### config.mk
export PLATFORM = sky130hd
export DESIGN_NAME = icsr_top
export DESIGN_NICKNAME = d
export VERILOG_FILES = /design/src/rtl/icsr_pkg.sv /design/src/rtl/icsr_enable_bank.sv /design/src/rtl/icsr_status_bank.sv /design/src/rtl/icsr_irq_fsm.sv /design/src/rtl/icsr_top.sv
export SDC_FILE = /design/constraint.sdc
export NUM_CORES = 1
export LEC_CHECK = 0
export BUFFER_PORTS_ARGS = -buffer_cell sky130_fd_sc_hd__buf_2
export CORE_UTILIZATION = 40
export CTS_CLUSTER_DIAMETER = 30
export DETAILED_ROUTE_END_ITERATION = 6
export PLACE_DENSITY = 0.84
export SETUP_SLACK_MARGIN = 0.4
export SKIP_CTS_REPAIR_TIMING = 1
export SYNTH_ARGS = -nofsm -noshare
export SYNTH_HDL_FRONTEND = slang
export SYNTH_HIERARCHICAL = 1
export SYNTH_SLANG_ARGS = --single-unit
### constraint.sdc
create_clock -name clk -period 1.3 [get_ports clk]
set_input_delay 0.26 -clock clk [delete_from_list [all_inputs] [get_ports clk]]
set_output_delay 0.26 -clock clk [all_outputs]
set_load 0.02 [all_outputs]
### src/rtl/icsr_pkg.sv
package icsr_pkg;

    typedef enum logic {
        IRQ_IDLE   = 1'b0,
        IRQ_ACTIVE = 1'b1
    } irq_state_e;

endpackage

### src/rtl/icsr_enable_bank.sv
module icsr_enable_bank #(
    parameter int NUM_EVT = 8
) (
    input  logic               clk,
    input  logic               rst_n,
    input  logic               wr_en,
    input  logic [NUM_EVT-1:0] wr_bits,
    output logic [NUM_EVT-1:0] en_q,
    output logic [NUM_EVT-1:0] en_d
);

    logic [NUM_EVT-1:0] en_r;

    always_comb begin
        en_d = wr_en ? wr_bits : en_r;
    end

    always_ff @(posedge clk or negedge rst_n) begin
        if (!rst_n) begin
            en_r <= '0;
        end else begin
            en_r <= en_d;
        end
    end

    assign en_q = en_r;

    // a write lands in the enables one edge later
    assert_enable_load_R6: assert property (@(posedge clk) disable iff (!rst_n)
        wr_en |=> (en_q == $past(wr_bits)));

    // no write, no change
    assert_enable_hold_R6: assert property (@(posedge clk) disable iff (!rst_n)
        !wr_en |=> $stable(en_q));

endmodule

### src/rtl/icsr_status_bank.sv
module icsr_status_bank #(
    parameter int NUM_EVT = 8
) (
    input  logic               clk,
    input  logic               rst_n,
    input  logic [NUM_EVT-1:0] evt,
    input  logic               rd_clr,
    output logic [NUM_EVT-1:0] st_q,
    output logic [NUM_EVT-1:0] st_d
);

    for (genvar gi = 0; gi < NUM_EVT; gi++) begin : g_bit
        logic bit_r;

        always_comb begin
            st_d[gi] = evt[gi] | (bit_r & ~rd_clr);
        end

        always_ff @(posedge clk or negedge rst_n) begin
            if (!rst_n) begin
                bit_r <= 1'b0;
            end else begin
                bit_r <= st_d[gi];
            end
        end

        assign st_q[gi] = bit_r;

        // an event latches regardless of enable
        assert_event_sets_R2: assert property (@(posedge clk) disable iff (!rst_n)
            evt[gi] |=> st_q[gi]);

        // a latched bit survives cycles without a read strobe
        assert_sticky_R3: assert property (@(posedge clk) disable iff (!rst_n)
            (st_q[gi] && !rd_clr) |=> st_q[gi]);

        // a read with no new event clears the bit
        assert_read_clears_R4: assert property (@(posedge clk) disable iff (!rst_n)
            (rd_clr && !evt[gi]) |=> !st_q[gi]);

        // an event coinciding with a read is kept
        assert_no_loss_R5: assert property (@(posedge clk) disable iff (!rst_n)
            (rd_clr && evt[gi]) |=> st_q[gi]);
    end

endmodule

### src/rtl/icsr_irq_fsm.sv
module icsr_irq_fsm
    import icsr_pkg::*;
(
    input  logic       clk,
    input  logic       rst_n,
    input  logic       pending_nxt,
    input  logic       pol_high,
    output irq_state_e state_q,
    output logic       irq_o
);

    irq_state_e state_d;

    always_comb begin
        state_d = state_q;
        unique case (state_q)
            IRQ_IDLE:   if (pending_nxt)  state_d = IRQ_ACTIVE;
            IRQ_ACTIVE: if (!pending_nxt) state_d = IRQ_IDLE;
            default:    state_d = IRQ_IDLE;
        endcase
    end

    always_ff @(posedge clk or negedge rst_n) begin
        if (!rst_n) begin
            state_q <= IRQ_IDLE;
        end else begin
            state_q <= state_d;
        end
    end

    always_comb begin
        irq_o = (state_q == IRQ_ACTIVE) ? pol_high : ~pol_high;
    end

    // active level follows polarity control
    assert_active_level_R8: assert property (@(posedge clk) disable iff (!rst_n)
        (state_q == IRQ_ACTIVE) |-> (irq_o == pol_high));

    // inactive level is the opposite
    assert_idle_level_R8: assert property (@(posedge clk) disable iff (!rst_n)
        (state_q == IRQ_IDLE) |-> (irq_o != pol_high));

endmodule

### src/rtl/icsr_top.sv
module icsr_top
    import icsr_pkg::*;
#(
    parameter int NUM_EVT = 8
) (
    input  logic                   clk,
    input  logic                   rst_n,
    input  logic [NUM_EVT-1:0]     evt_i,
    input  logic                   reg_wr,
    input  logic [2*NUM_EVT-1:0]   reg_wdata,
    input  logic                   reg_rd,
    output logic [2*NUM_EVT-1:0]   reg_rdata,
    input  logic                   irq_pol_high,
    output logic                   irq_o
);

    localparam int REG_W = 2 * NUM_EVT;

    logic [NUM_EVT-1:0] en_q;
    logic [NUM_EVT-1:0] en_d;
    logic [NUM_EVT-1:0] st_q;
    logic [NUM_EVT-1:0] st_d;
    logic               pending_nxt;
    logic               wdata_unused_lo;
    irq_state_e         irq_state;

    assign wdata_unused_lo = ^reg_wdata[NUM_EVT-1:0];

    icsr_enable_bank #(.NUM_EVT(NUM_EVT)) u_enable (
        .clk     (clk),
        .rst_n   (rst_n),
        .wr_en   (reg_wr),
        .wr_bits (reg_wdata[REG_W-1:NUM_EVT]),
        .en_q    (en_q),
        .en_d    (en_d)
    );

    icsr_status_bank #(.NUM_EVT(NUM_EVT)) u_status (
        .clk    (clk),
        .rst_n  (rst_n),
        .evt    (evt_i),
        .rd_clr (reg_rd),
        .st_q   (st_q),
        .st_d   (st_d)
    );

    assign pending_nxt = |(st_d & en_d);

    icsr_irq_fsm u_fsm (
        .clk         (clk),
        .rst_n       (rst_n),
        .pending_nxt (pending_nxt),
        .pol_high    (irq_pol_high),
        .state_q     (irq_state),
        .irq_o       (irq_o)
    );

    assign reg_rdata = {en_q, st_q};

    // the machine is active exactly when an enabled event is latched
    assert_active_tracks_R7: assert property (@(posedge clk) disable iff (!rst_n)
        (irq_state == IRQ_ACTIVE) == (|(st_q & en_q)));

    // masked-only status keeps the line inactive
    assert_masked_quiet_R9: assert property (@(posedge clk) disable iff (!rst_n)
        ((st_q & en_q) == '0) |-> (irq_state == IRQ_IDLE));

    // a write with no event and no read leaves status untouched
    assert_low_byte_ignored_R6: assert property (@(posedge clk) disable iff (!rst_n)
        (reg_wr && !reg_rd && (evt_i == '0)) |=> (st_q == $past(st_q)));

endmodule

### Word-level counts from Yosys, hierarchy flattened

Index checks and enable logic that the tools add are counted.

* mux-type cells: 3
* bitwise logic cells: 19
* reductions and logical operators: 1

Operators with widths (number)
* AND 1 bit: 8
* AND 8 bit: 1
* two-way mux 8 bit: 1
* bitwise OR 1 bit: 8
* OR reduction 8 bit: 1
* two-way mux 1 bit: 2
* NOT 1 bit: 2

* logic and storage cells: 33
* bits of input ports: 29
* flip-flop bits (word level): 17
* output and inout bits: 17

### Depth between registers and ports, before layout

* word-level depth: 6
* mapped depth: 4
* depth with buffers taken out: 4

### By module

The synthesis kept the hierarchy.

Modules (own cells, without submodules)
* icsr_enable_bank: instances 1, seq. area each 200.2 um^2, area an instance 331.6 um^2, cells each 17
* icsr_status_bank: instances 1, seq. area each 200.2 um^2, area an instance 324.1 um^2, cells each 25
* icsr_top: instances 1, seq. area each 0.0 um^2, area an instance 36.3 um^2, cells each 5
* icsr_irq_fsm: instances 1, seq. area each 25.0 um^2, area an instance 33.8 um^2, cells each 2

### Least setup slack after synthesis

No wires, ideal clock.

* path kind: flip-flop to flip-flop
* start: register u_enable.en_r[5] (netlist: u_enable/en_q[5])
* end: register u_fsm.state_q
* data required time: 1165 ps
* arrival time: 975 ps
* slack: 190 ps
* buffers on the path: 0
* cell stages (with the launch flop): 4
* setup time: 135 ps
* period minus slack after synthesis: 1110 ps
* cells stage by stage: dfrtp_1 -> mux2_4 -> a22oi_1 -> nand4_1

* cells in the longest elaborated chain, start to end: 4

Ends and longest elaborated chain
* start, declared: line icsr_enable_bank.sv:12 `logic [NUM_EVT-1:0] en_r;`
* start signal, assigned: line icsr_enable_bank.sv:22 `en_r <= en_d;`
* two-way mux 8 bit: line icsr_enable_bank.sv:15 `en_d = wr_en ? wr_bits : en_r;`
* net en_d[5]: line icsr_top.sv:20 `logic [NUM_EVT-1:0] en_d;`
* AND 8 bit: line icsr_top.sv:47 `assign pending_nxt = |(st_d & en_d);`
* OR reduction 8 bit: line icsr_top.sv:47
* net pending_nxt: line icsr_top.sv:23 `logic pending_nxt;`
* two-way mux 1 bit: line icsr_irq_fsm.sv:17, icsr_irq_fsm.sv:18
* end signal, assigned: line icsr_irq_fsm.sv:27 `state_q <= state_d;`
* end, declared: line icsr_irq_fsm.sv:8 `output irq_state_e state_q,`

The timed path passes the listed nets, and every way through them passes these cells.

### Worst setup path in the final report

* start: register u_fsm.state_q
* end: output port irq_o

* cells in the longest elaborated chain, start to end: 1

Ends and longest elaborated chain
* two-way mux 1 bit: line icsr_irq_fsm.sv:32 `irq_o = (state_q == IRQ_ACTIVE) ? pol_high : ~pol_high;`
* end, declared: line icsr_top.sv:14 `output logic irq_o`

No other way between the ends.

==> results.cfg <==
[setup_path]
cp-start-kind = flop
required_time_of_the_critical_path_ns = 1.04
worstSetupPathType = reg2out
worst_ep_arrival_time_ns = 0.97
worst-path-max-fanout = 1
worst_setup_path_end_kind = primary output

[sta]
finalHoldViolCount = 0
worst-slew-pin-transition_ns = 0.355
final.setup.tns_ns = 0
maximum_clock_frequency_mhz = 815
timing.slew.headroom_pct = 76.3
grt_setup_unrepaired = true
final.period_utilization_pct = 94.4
clock_skew_ns = 0.00164
setup_violations = 0
min_period_ns = 1.23
finalMaxSlewViolations = 0

[synthesis]
syn-instance-count = 49
synth.top_cells.by_count = 17 x dfrtp_1, 8 x a21o_1, 8 x buf_4, 8 x mux2_4, 4 x a22oi_1
synth_enable_flop_cells = 0
synth.area.top_cells = dfrtp_1 59%, mux2_4 17%, a21o_1 8.3%, buf_4 8.3%, a22oi_1 4.1%
synth_cell_type_count = 9
yosys_warnings = 6
yosysTopAreaCellShare_pct = 58.6
synth_flop_cell = dfrtp_1
net_count_of_the_mapped_netlist = 78
synthesis.area_um2 = 726
total_of_flip_flops_plus_latches_after_synthesis = 17
synthesis.area_per_instance_um2 = 14.8
synth_async_sr_flop_share_pct = 100
synth_most_common_cell = dfrtp_1
sequential_element_share_of_the_synthesized_area_pct = 58.6
netlist.top_cell.by_area = dfrtp_1

[finish]
finalCoreUtilization_pct = 60.7
layout-drive-gt1-share_pct = 69.5
stdcell_count = 107
antenna-diode-count = 0
final_net_count = 112
fill_cells = 128
synthToLayoutAreaGrowth_pct = 42.9

[power_and_ir_drop]
power-per-cell-area_nw_per_um2 = 1150
leakage_nw = 0.524
vdd.ir_drop.worst_mv = 0.997

[clock_tree]
htreeDepth = 1
number_of_cts_inserted_buffers = 3
worst_skew_pair.late_latency_ns = 0.28
clock_tree.root_cell = clkbuf_4
clk_path_buf_depth = 2
tritoncts_num_sinks = 17
cts_tree = built
clk_pin_slew_ns = 0.09

[floorplanning]
die_area_um2 = 1990
die_w_um = 44.6
die-height_um = 44.6
floorplan.io_pins = 46
fp.coreArea_um2 = 1710
initial_core_utilization_pct = 42.5
fp-row-count = 15

[placed_design]
numPlacedInstances = 102
numPortBuffers = 37
gpl.final_weighted_congestion = 0.695

[global_route]
antenna_violations_before_repair = 0
globalRouteOverflowTotal = 0
grt_start_max_net_pins = 18
grt_pass1_wl_um = 2010
number_of_global_route_vias_before_repair = 500
grtUsageTotal_pct = 14.8

[route]
routed-via-count = 494
total_length_of_routed_wires_um = 1560
viasPerCell = 4.62
detail-route-antenna-nets = 0
drc = 0
drtIter0Drc = 3
first_pass_iters = 2
post_drt_wl_per_cell_um = 14.6

[status]
run_status = complete, no violations

[run]
number_of_maximum_capacitance_violations = 0

[min_path]
hold_class = in2reg
==> power by group <==
group          internal, mW  switching (mW)  total [mW]
sequential            0.574          0.0338       0.607
combinational         0.169           0.144       0.313
clock                 0.114           0.155       0.269
==> cell usage in the layout, fill, tap and decap left out <==
cell           instances
buf_4                  1
a22oi_2                3
dfrtp_2                3
buf_6                 16
inv_2                  1
dlygate4sd3_1          1
a21o_1                 8
mux2_4                 8
xnor2_2                1
clkinv_2               1
clkbuf_4               3
dfrtp_1               14
buf_2                 20
a22oi_1                1
nand4_1                1
==> cell type report <==
| type | instances | area (µm²) | share of cell area (%) |
|---|---|---|---|
| timing repair buffer | 38 | 298 | 28.7 |
| sequential | 17 | 429 | 41.4 |
| multi-input combinational | 22 | 248 | 23.9 |
| clock buffer | 3 | 22.5 | 2.17 |
| tap | 25 | 31.3 | 3.02 |
| inverter | 1 | 3.75 | 0.362 |
| clock inverter | 1 | 5.00 | 0.483 |
==> per-stage QoR <==
stage / cell area [µm²] / hold WS [ns] / setup slack (ns) / power (mW)
CTS: 910 / -0.128 / 0.0567 / 1.12
global placement: 882 / 0.184 / 0.0335 / 0.844
floorplan: 737 / -0.0356 / 0.204 / 0.777
global route: 1040 / 0.178 / 0.0437 / 1.24
finish: 1040 / 0.180 / 0.0723 / 1.19
detailed placement: 882 / 0.188 / 0.00272 / 0.852
==> cell families after synthesis <==
| logic type | synth area share (%) |
|---|---|
| compound gates | 12.4 |
| xor+xnor | 1.21 |
| buf+inv | 10.3 |
| flops | 58.6 |
| mux | 16.6 |
| simple gates | 0.863 |
==> metal layers <==
| metal | up-vias | wire length [µm] | part of all wire (%) | GRT usage [%] |
|---|---|---|---|---|
| met1 | 244 | 559 | 36 | 14.3 |
| met4 | 0 | 0 | 0 | 8.48 |
| met3 | 0 | 79 | 5.1 | 3.27 |
| met5 | - | 0 | 0 | 0 |
| met2 | 19 | 918 | 59 | 28.2 |
| li1 | 231 | - | - | - |
==> sequential cells by signal, summed over array words and instances, names as in the netlist <==
name                  flops
u_fsm/state_q             1
u_enable/en_q             8
u_status/g_bit.bit_r      8
==> worst max-delay path: stages (launching register included) <==
cell and delay [ns]:
dfrtp_1 0.40, xnor2_2 0.13, buf_4 0.15
==> final timing paths <==
path                                         startpoint                      end  slack (ns)  cells after the start
worst min register to register  u_status/g_bit[0].bit_r  u_status/g_bit[0].bit_r        0.54                      1
min in group asynchronous                         rst_n         u_enable/en_q[7]        0.40                      2
worst min-delay path                           evt_i[4]  u_status/g_bit[4].bit_r        0.18                      2
max in group asynchronous                         rst_n         u_enable/en_q[0]        0.62                      2
worst max-delay path                      u_fsm/state_q                    irq_o        0.07                      2
worst max register to register         u_enable/en_q[3]            u_fsm/state_q        0.19                      3
No activity file was read; power rests on OpenSTA's default activity.
